### src/rtl/i2cb_pkg.sv
package i2cb_pkg;
  localparam int BYTE_W = 8;
  localparam int DIV_W  = 4;
  localparam int ADDR_W = 2;

  localparam logic [ADDR_W-1:0] RA_CTRL = 2'd0;
  localparam logic [ADDR_W-1:0] RA_STAT = 2'd1;
  localparam logic [ADDR_W-1:0] RA_DATA = 2'd2;

  typedef enum logic [2:0] {
    E_IDLE, E_START, E_RSTART, E_BYTE, E_HOLD, E_STOP
  } eng_state_e;

  typedef enum logic [1:0] {
    CMD_NONE, CMD_START, CMD_STOP
  } cmd_e;
endpackage

### src/rtl/i2cb_clkgen.sv
module i2cb_clkgen #(
  parameter int PRE_SMALL = 16,
  parameter int PRE_LARGE = 512,
  parameter int DIV_W     = 4
) (
  input  logic             clk,
  input  logic             rst,
  input  logic             run,
  input  logic             sel_large,
  input  logic [DIV_W-1:0] div,
  output logic             qtick
);
  // four quarter ticks make one SCL period
  localparam int Q_SMALL = PRE_SMALL / 4;
  localparam int Q_LARGE = PRE_LARGE / 4;
  localparam int CNT_W   = $clog2(Q_LARGE * (2 ** DIV_W) + 1);

  logic [CNT_W-1:0] cnt;
  logic [CNT_W-1:0] lim;

  always_comb begin
    lim = CNT_W'(((sel_large ? Q_LARGE : Q_SMALL) * (int'(div) + 1)) - 1);
  end

  assign qtick = run && (cnt == lim);

  always_ff @(posedge clk) begin
    if (rst || !run || qtick) cnt <= '0;
    else                      cnt <= cnt + 1'b1;
  end
endmodule

### src/rtl/i2cb_engine.sv
module i2cb_engine
  import i2cb_pkg::*;
(
  input  logic              clk,
  input  logic              rst,
  input  logic              qtick,
  input  cmd_e              cmd,
  input  logic              en,
  input  logic              pend,
  input  logic              tx_mode,
  input  logic              ack_en,
  input  logic [BYTE_W-1:0] din,
  input  logic              sda_in,
  output logic              run,
  output logic              take,
  output logic              done,
  output logic              rx,
  output logic [BYTE_W-1:0] sh,
  output logic              nack,
  output logic              scl_lo,
  output logic              sda_lo
);
  localparam logic [3:0] ACK_BIT = 4'(BYTE_W);

  eng_state_e st;
  logic [1:0] ph;
  logic [3:0] bitn;

  assign run  = (st != E_IDLE) && (st != E_HOLD);
  assign done = (st == E_BYTE) && qtick && (ph == 2'd3) && (bitn == ACK_BIT);

  always_comb begin
    take = 1'b0;
    if (en && !pend) begin
      if (st == E_IDLE && cmd != CMD_NONE) take = 1'b1;
      if (st == E_HOLD)                    take = 1'b1;
    end
  end

  always_ff @(posedge clk) begin
    if (rst) begin
      st <= E_IDLE; ph <= 2'd0; bitn <= 4'd0; rx <= 1'b0;
      sh <= '0; nack <= 1'b0; scl_lo <= 1'b0; sda_lo <= 1'b0;
    end else begin
      case (st)
        E_IDLE: if (take && cmd == CMD_START) begin
          st <= E_START; ph <= 2'd0;
        end
        E_HOLD: if (take) begin
          ph <= 2'd0;
          case (cmd)
            CMD_START: st <= E_RSTART;
            CMD_STOP:  st <= E_STOP;
            default: begin
              st <= E_BYTE; bitn <= 4'd0; rx <= !tx_mode; sh <= din;
            end
          endcase
        end
        default: if (qtick) begin
          ph <= ph + 2'd1;
          case (st)
            E_START: begin
              if (ph == 2'd0) sda_lo <= 1'b1;
              if (ph == 2'd2) scl_lo <= 1'b1;
              if (ph == 2'd3) begin
                st <= E_BYTE; bitn <= 4'd0; rx <= 1'b0; sh <= din;
              end
            end
            E_RSTART: begin
              case (ph)
                2'd0: sda_lo <= 1'b0;
                2'd1: scl_lo <= 1'b0;
                2'd2: sda_lo <= 1'b1;
                default: begin
                  scl_lo <= 1'b1; st <= E_BYTE; bitn <= 4'd0; rx <= 1'b0; sh <= din;
                end
              endcase
            end
            E_STOP: begin
              case (ph)
                2'd0: sda_lo <= 1'b1;
                2'd1: scl_lo <= 1'b0;
                2'd2: sda_lo <= 1'b0;
                default: st <= E_IDLE;
              endcase
            end
            E_BYTE: begin
              case (ph)
                2'd0: sda_lo <= (bitn == ACK_BIT) ? (rx && ack_en) : (!rx && !sh[BYTE_W-1]);
                2'd1: scl_lo <= 1'b0;
                2'd2: begin
                  if (bitn == ACK_BIT) begin
                    if (!rx) nack <= sda_in;
                  end else begin
                    sh <= {sh[BYTE_W-2:0], sda_in};
                  end
                end
                default: begin
                  scl_lo <= 1'b1;
                  if (bitn == ACK_BIT) st <= E_HOLD;
                  else                 bitn <= bitn + 4'd1;
                end
              endcase
            end
            default: ;
          endcase
        end
      endcase
    end
  end

  // a stalled bus keeps SCL pulled low
  a_r4_hold_scl_low: assert property (@(posedge clk) disable iff (rst)
    (st == E_HOLD) |-> scl_lo);

  // an idle engine leaves both lines released
  a_r3_idle_released: assert property (@(posedge clk) disable iff (rst)
    (st == E_IDLE) |-> (!scl_lo && !sda_lo));

  // SDA moves under a released SCL only inside START or STOP sequences
  a_r11_sda_edges: assert property (@(posedge clk) disable iff (rst)
    (!scl_lo && !$past(scl_lo) && (sda_lo != $past(sda_lo)))
      |-> (st == E_START || st == E_RSTART || st == E_STOP));
endmodule

### src/rtl/i2cb_master.sv
module i2cb_master
  import i2cb_pkg::*;
#(
  parameter int PRE_SMALL = 16,
  parameter int PRE_LARGE = 512
) (
  input  logic        clk,
  input  logic        rst,
  input  logic [1:0]  reg_addr,
  input  logic        reg_wr,
  input  logic [7:0]  reg_wdata,
  output logic [7:0]  reg_rdata,
  output logic        irq,
  input  logic        scl_in,
  output logic        scl_oe,
  input  logic        sda_in,
  output logic        sda_oe
);
  logic             ack_en, pre_sel, ie, pend, txen, busy, nack;
  logic [DIV_W-1:0] div;
  logic [1:0]       mode;
  logic [BYTE_W-1:0] data_q, eng_sh;
  cmd_e             cmd_q;
  logic             scl_q, sda_q;
  logic             qtick, run, take, done, eng_rx;

  wire wr_ctrl = reg_wr && (reg_addr == RA_CTRL);
  wire wr_stat = reg_wr && (reg_addr == RA_STAT);
  wire wr_data = reg_wr && (reg_addr == RA_DATA);

  i2cb_clkgen #(.PRE_SMALL(PRE_SMALL), .PRE_LARGE(PRE_LARGE), .DIV_W(DIV_W)) u_clk (
    .clk(clk), .rst(rst), .run(run), .sel_large(pre_sel), .div(div), .qtick(qtick));

  i2cb_engine u_eng (
    .clk(clk), .rst(rst), .qtick(qtick), .cmd(cmd_q), .en(txen), .pend(pend),
    .tx_mode(mode[0]), .ack_en(ack_en), .din(data_q), .sda_in(sda_in),
    .run(run), .take(take), .done(done), .rx(eng_rx), .sh(eng_sh), .nack(nack),
    .scl_lo(scl_oe), .sda_lo(sda_oe));

  always_ff @(posedge clk) begin
    if (rst) begin
      ack_en <= 1'b0; pre_sel <= 1'b0; ie <= 1'b0; pend <= 1'b0; div <= '0;
      mode <= 2'b00; txen <= 1'b0; data_q <= '0; cmd_q <= CMD_NONE;
      busy <= 1'b0; scl_q <= 1'b1; sda_q <= 1'b1; irq <= 1'b0; reg_rdata <= '0;
    end else begin
      if (wr_ctrl) begin
        ack_en <= reg_wdata[7]; pre_sel <= reg_wdata[6]; ie <= reg_wdata[5];
        div <= reg_wdata[DIV_W-1:0];
      end
      if (done)                         pend <= 1'b1;
      else if (wr_ctrl && !reg_wdata[4]) pend <= 1'b0;

      if (wr_stat) begin
        mode <= reg_wdata[7:6];
        txen <= reg_wdata[4];
        if (reg_wdata[7] && reg_wdata[4]) cmd_q <= reg_wdata[5] ? CMD_START : CMD_STOP;
        else                              cmd_q <= CMD_NONE;
      end else if (take) begin
        cmd_q <= CMD_NONE;
      end

      if (wr_data)            data_q <= reg_wdata;
      else if (done && eng_rx) data_q <= eng_sh;

      // bus condition detection
      scl_q <= scl_in;
      sda_q <= sda_in;
      if (scl_q && scl_in && sda_q && !sda_in)      busy <= 1'b1;
      else if (scl_q && scl_in && !sda_q && sda_in) busy <= 1'b0;

      irq <= pend && ie;

      case (reg_addr)
        RA_CTRL: reg_rdata <= {ack_en, pre_sel, ie, pend, div};
        RA_STAT: reg_rdata <= {mode, busy, txen, 3'b000, nack};
        RA_DATA: reg_rdata <= data_q;
        default: reg_rdata <= '0;
      endcase
    end
  end

  // an interrupt only follows a masked-in pending flag
  a_r10_irq_source: assert property (@(posedge clk) disable iff (rst)
    irq |-> $past(pend && ie));

  // pending drops only through a control write with bit 4 at 0
  a_r4_pend_sticky: assert property (@(posedge clk) disable iff (rst)
    (pend && !(wr_ctrl && !reg_wdata[4])) |=> pend);
endmodule

### config.mk
export PLATFORM = sky130hd
export DESIGN_NAME = i2cb_master
export DESIGN_NICKNAME = d
export VERILOG_FILES = /design/src/rtl/i2cb_pkg.sv /design/src/rtl/i2cb_clkgen.sv /design/src/rtl/i2cb_engine.sv /design/src/rtl/i2cb_master.sv
export SDC_FILE = /design/constraint.sdc
export NUM_CORES = 1
export LEC_CHECK = 0
export ABC_AREA = 1
export CORE_ASPECT_RATIO = 0.5
export CORE_MARGIN = 10
export CORE_UTILIZATION = 55
export DETAILED_ROUTE_END_ITERATION = 10
export DONT_BUFFER_PORTS = 1
export PLACE_DENSITY = 0.7
export SKIP_LAST_GASP = 1
export SLEW_MARGIN = 15
export SYNTH_ARGS = -nofsm -noshare
export SYNTH_HDL_FRONTEND = slang
export SYNTH_SLANG_ARGS = --single-unit
### constraint.sdc
create_clock -name clk -period 4.2 [get_ports clk]
set_input_delay 0.21 -clock clk [delete_from_list [all_inputs] [get_ports clk]]
set_output_delay 0.21 -clock clk [all_outputs]
set_load 0.005 [all_outputs]
==> results.json <==
{
  "status": "completed",
  "wl_per_cell_um": 13.6,
  "ys_ff_latch": 66,
  "crit_path_cell_trace": "ha_1 -> nand2_1 -> inv_1 -> nand2_1 -> nor2_1 -> inv_1 -> ha_1 -> inv_1 -> ha_1 -> ha_1 -> nand3_1 -> nand2_1 -> nand3_1 -> nand2_1 -> nand2_1 -> nand2_1 -> nand3_1 -> nand2_1 -> nand3_1 -> nand2_2 -> nand2_2 -> nand2_1 -> a21oi_1",
  "h-tree-depth": 3,
  "worst-path-buf-inv": 3,
  "synth_cell_types": 36,
  "period_share": 0.902,
  "antenna_found_initial": 0,
  "final_area_mm2": 0.00449,
  "rr_worst_depth": 23,
  "clk_path_buf_depth": 2,
  "vias": 3905,
  "hold_viol": 0,
  "grt_max_degree": 33,
  "syn_nets": 672,
  "powerDensity_mw_per_mm2": 483,
  "grt_pass1_vias": 3506,
  "cp.depth": 23,
  "first_pass_iters": 5,
  "final_cell_mix": "152 x nand2_1, 97 x inv_1, 66 x dfxtp_1, 57 x nor2_1, 55 x a21oi_1",
  "cts_tree": "yes",
  "syn_to_final_growth_pct": 9.38,
  "critPathTopFamily": "simple AND/OR/NAND/NOR gates",
  "syn_area_per_cell_um2": 6.55,
  "grt.total_usage": 0.176,
  "grt_pass1_wl_mm": 16.6,
  "drive_above_1_share": 0.0428,
  "tns_ps": 0,
  "rsz0062_at_grt": "no",
  "postPlaceCellArea_mm2": 0.00418,
  "p_leak_nw": 2.11,
  "irDropWorstVdd_mv": 0.416,
  "cp.arrival_ps": 3950,
  "crit_path_start_kind": "register",
  "rows": 22,
  "slew_headroom": 0.347,
  "netlist_instances": 627,
  "drv_cap": 0,
  "synth-seq-area-share": 0.322,
  "start_util": 0.563,
  "clock_latency_ps": 330,
  "slowest_delay_ps": 440,
  "ios": 26,
  "die_h_um": 81.1,
  "netlist_area_mm2": 0.00411,
  "finClkSkew_ps": 3.94,
  "route.detailed.drc": 0,
  "cts_sinks": 66,
  "cp.required_ps": 4370,
  "final_common_cell": "nand2_1",
  "hold_path.class": "in2reg",
  "setup_violations": 0,
  "portBuffers": 0,
  "drt.antenna.violating_nets": 0,
  "critical_path.most_common_cell": "nand2_1",
  "dieArea_mm2": 0.0115,
  "fmax_ghz": 0.264,
  "chipWidth_um": 142,
  "core_mm2": 0.00729,
  "tightest_slew_ps": 977,
  "cts_made_buffers": 9,
  "place_hpwl_mm": 7.36,
  "whs_path_depth": 2,
  "wl_mm": 9.92,
  "endpoint_kind": "register",
  "gr-total-overflow": 0,
  "cts_root_buffer": "clkbuf_16",
  "critPathSlowestCell": "dfxtp_1",
  "fin_crit_ps": 3790,
  "drt_iter0_drc": 269,
  "nets": 673,
  "maxSlewViolCount": 0,
  "diodes": 0,
  "crit_fanout": 15,
  "crit_type": "reg2reg",
  "clkTransAtPathRegs_ps": 50,
  "place_congestion": 0.937,
  "yosysWarnings": 0,
  "vias_per_cell": 5.37
}
## synthesized netlist by cell type, drive strengths merged
| master | number | share of area |
|---|---|---|
| clkbuf | 11 | 0.010 |
| nor4 | 4 | 0.0098 |
| xor2 | 8 | 0.017 |
| a211oi | 1 | 0.0018 |
| o2111ai | 1 | 0.0021 |
| nor3 | 11 | 0.013 |
| o21a | 5 | 0.0091 |
| nor3b | 2 | 0.0037 |
| ha | 30 | 0.091 |
| buf | 4 | 0.0055 |
| dfxtp | 66 | 0.32 |
| o31ai | 1 | 0.0018 |
| or2 | 4 | 0.0061 |
| a21boi | 1 | 0.0018 |
| inv | 98 | 0.090 |
| a21oi | 55 | 0.067 |
| a41oi | 1 | 0.0021 |
| xnor2 | 2 | 0.0043 |
| nand3 | 50 | 0.061 |
| o221ai | 1 | 0.0021 |
| nand4 | 15 | 0.023 |
| o211ai | 1 | 0.0018 |
| o22ai | 1 | 0.0015 |
| nand2 | 155 | 0.14 |
| o21ai | 34 | 0.041 |
| a311oi | 1 | 0.0021 |
| nor2 | 58 | 0.054 |
| a31oi | 2 | 0.0030 |
| nand3b | 4 | 0.0073 |
## per-layer routing
layer,vias to the layer above,GRT usage,wire length (µm)
li1,2034,-,-
met1,1766,0.227,4770
met2,91,0.291,4570
met3,14,0.0402,453
met4,0,0.0538,125
met5,-,0,0
## worst reg2reg max path, delay by kind of cell, from the launching register on
family                     cells  cell delay, ps
buffers and inverters          3             190
AOI/OAI and AO/OA              1              60
adders and majority gates      4            1120
DFF                            1             440
and+or+nand+nor               15            1810
## metrics by stage
step           hold WS, ps  total power, mW  worst slack, ps  utilization  cells
2_1_floorplan          279             1.32             1000            -    627
3_3_place_gp           282             1.45              586        0.573    710
3_5_place_dp           286             1.46              542        0.573    710
4_1_cts               14.5             2.16              498        0.615    727
5_1_grt               28.9             2.31             23.5        0.616    727
6_report              18.8             2.17              413        0.616    727
## registers in the layout, summed over array words and instances (netlist names), 2 cells and up
| register | flops |
|---|---|
| u_eng.bitn | 4 |
| data_q | 8 |
| u_eng.ph | 2 |
| reg_rdata | 8 |
| div | 4 |
| cmd_q | 2 |
| u_eng.st | 3 |
| u_clk.cnt | 12 |
| mode | 2 |
| u_eng.sh | 8 |
## final timing paths
check,slack (ps),end,startpoint
max,410,u_eng.sh[0],div[0]
max reg2reg,410,u_eng.sh[0],div[0]
min,20,u_eng.nack,sda_in
min reg2reg,450,u_clk.cnt[0],u_clk.cnt[0]
## layout make-up
type | count | area [µm²]
Multi-Input combinational cell | 448 | 2360
Sequential cell | 66 | 1320
Tap cell | 96 | 120
Clock buffer | 12 | 267
Clock inverter | 2 | 12.5
Inverter | 98 | 368
Fill cell | 708 | 2800
Timing Repair Buffer | 5 | 45.0
## timing repair
action / 4_1_cts / 5_1_grt
hold buffers: 3 / 0
hold endpoints to repair: 23 / 0
buffers inserted: 0 / 0
setup endpoints to repair: 0 / 1
gates resized for setup: 0 / 1
## power breakdown
part           internal [mW]  switching, mW
logic                  0.236          0.530
clock network          0.439          0.259
registers              0.665         0.0387
## cell families after synthesis
kind of cell             count (synthesis)  synth area share
AO/OA/AOI/OAI                          105             0.138
XOR/XNOR                                10            0.0213
adder cells (fa/ha/maj)                 30            0.0914
buffers and inverters                  113             0.105
flip-flops                              66             0.322
AND/OR/NAND/NOR                        303             0.322
Note: power is estimated with default switching activity, not from simulation.
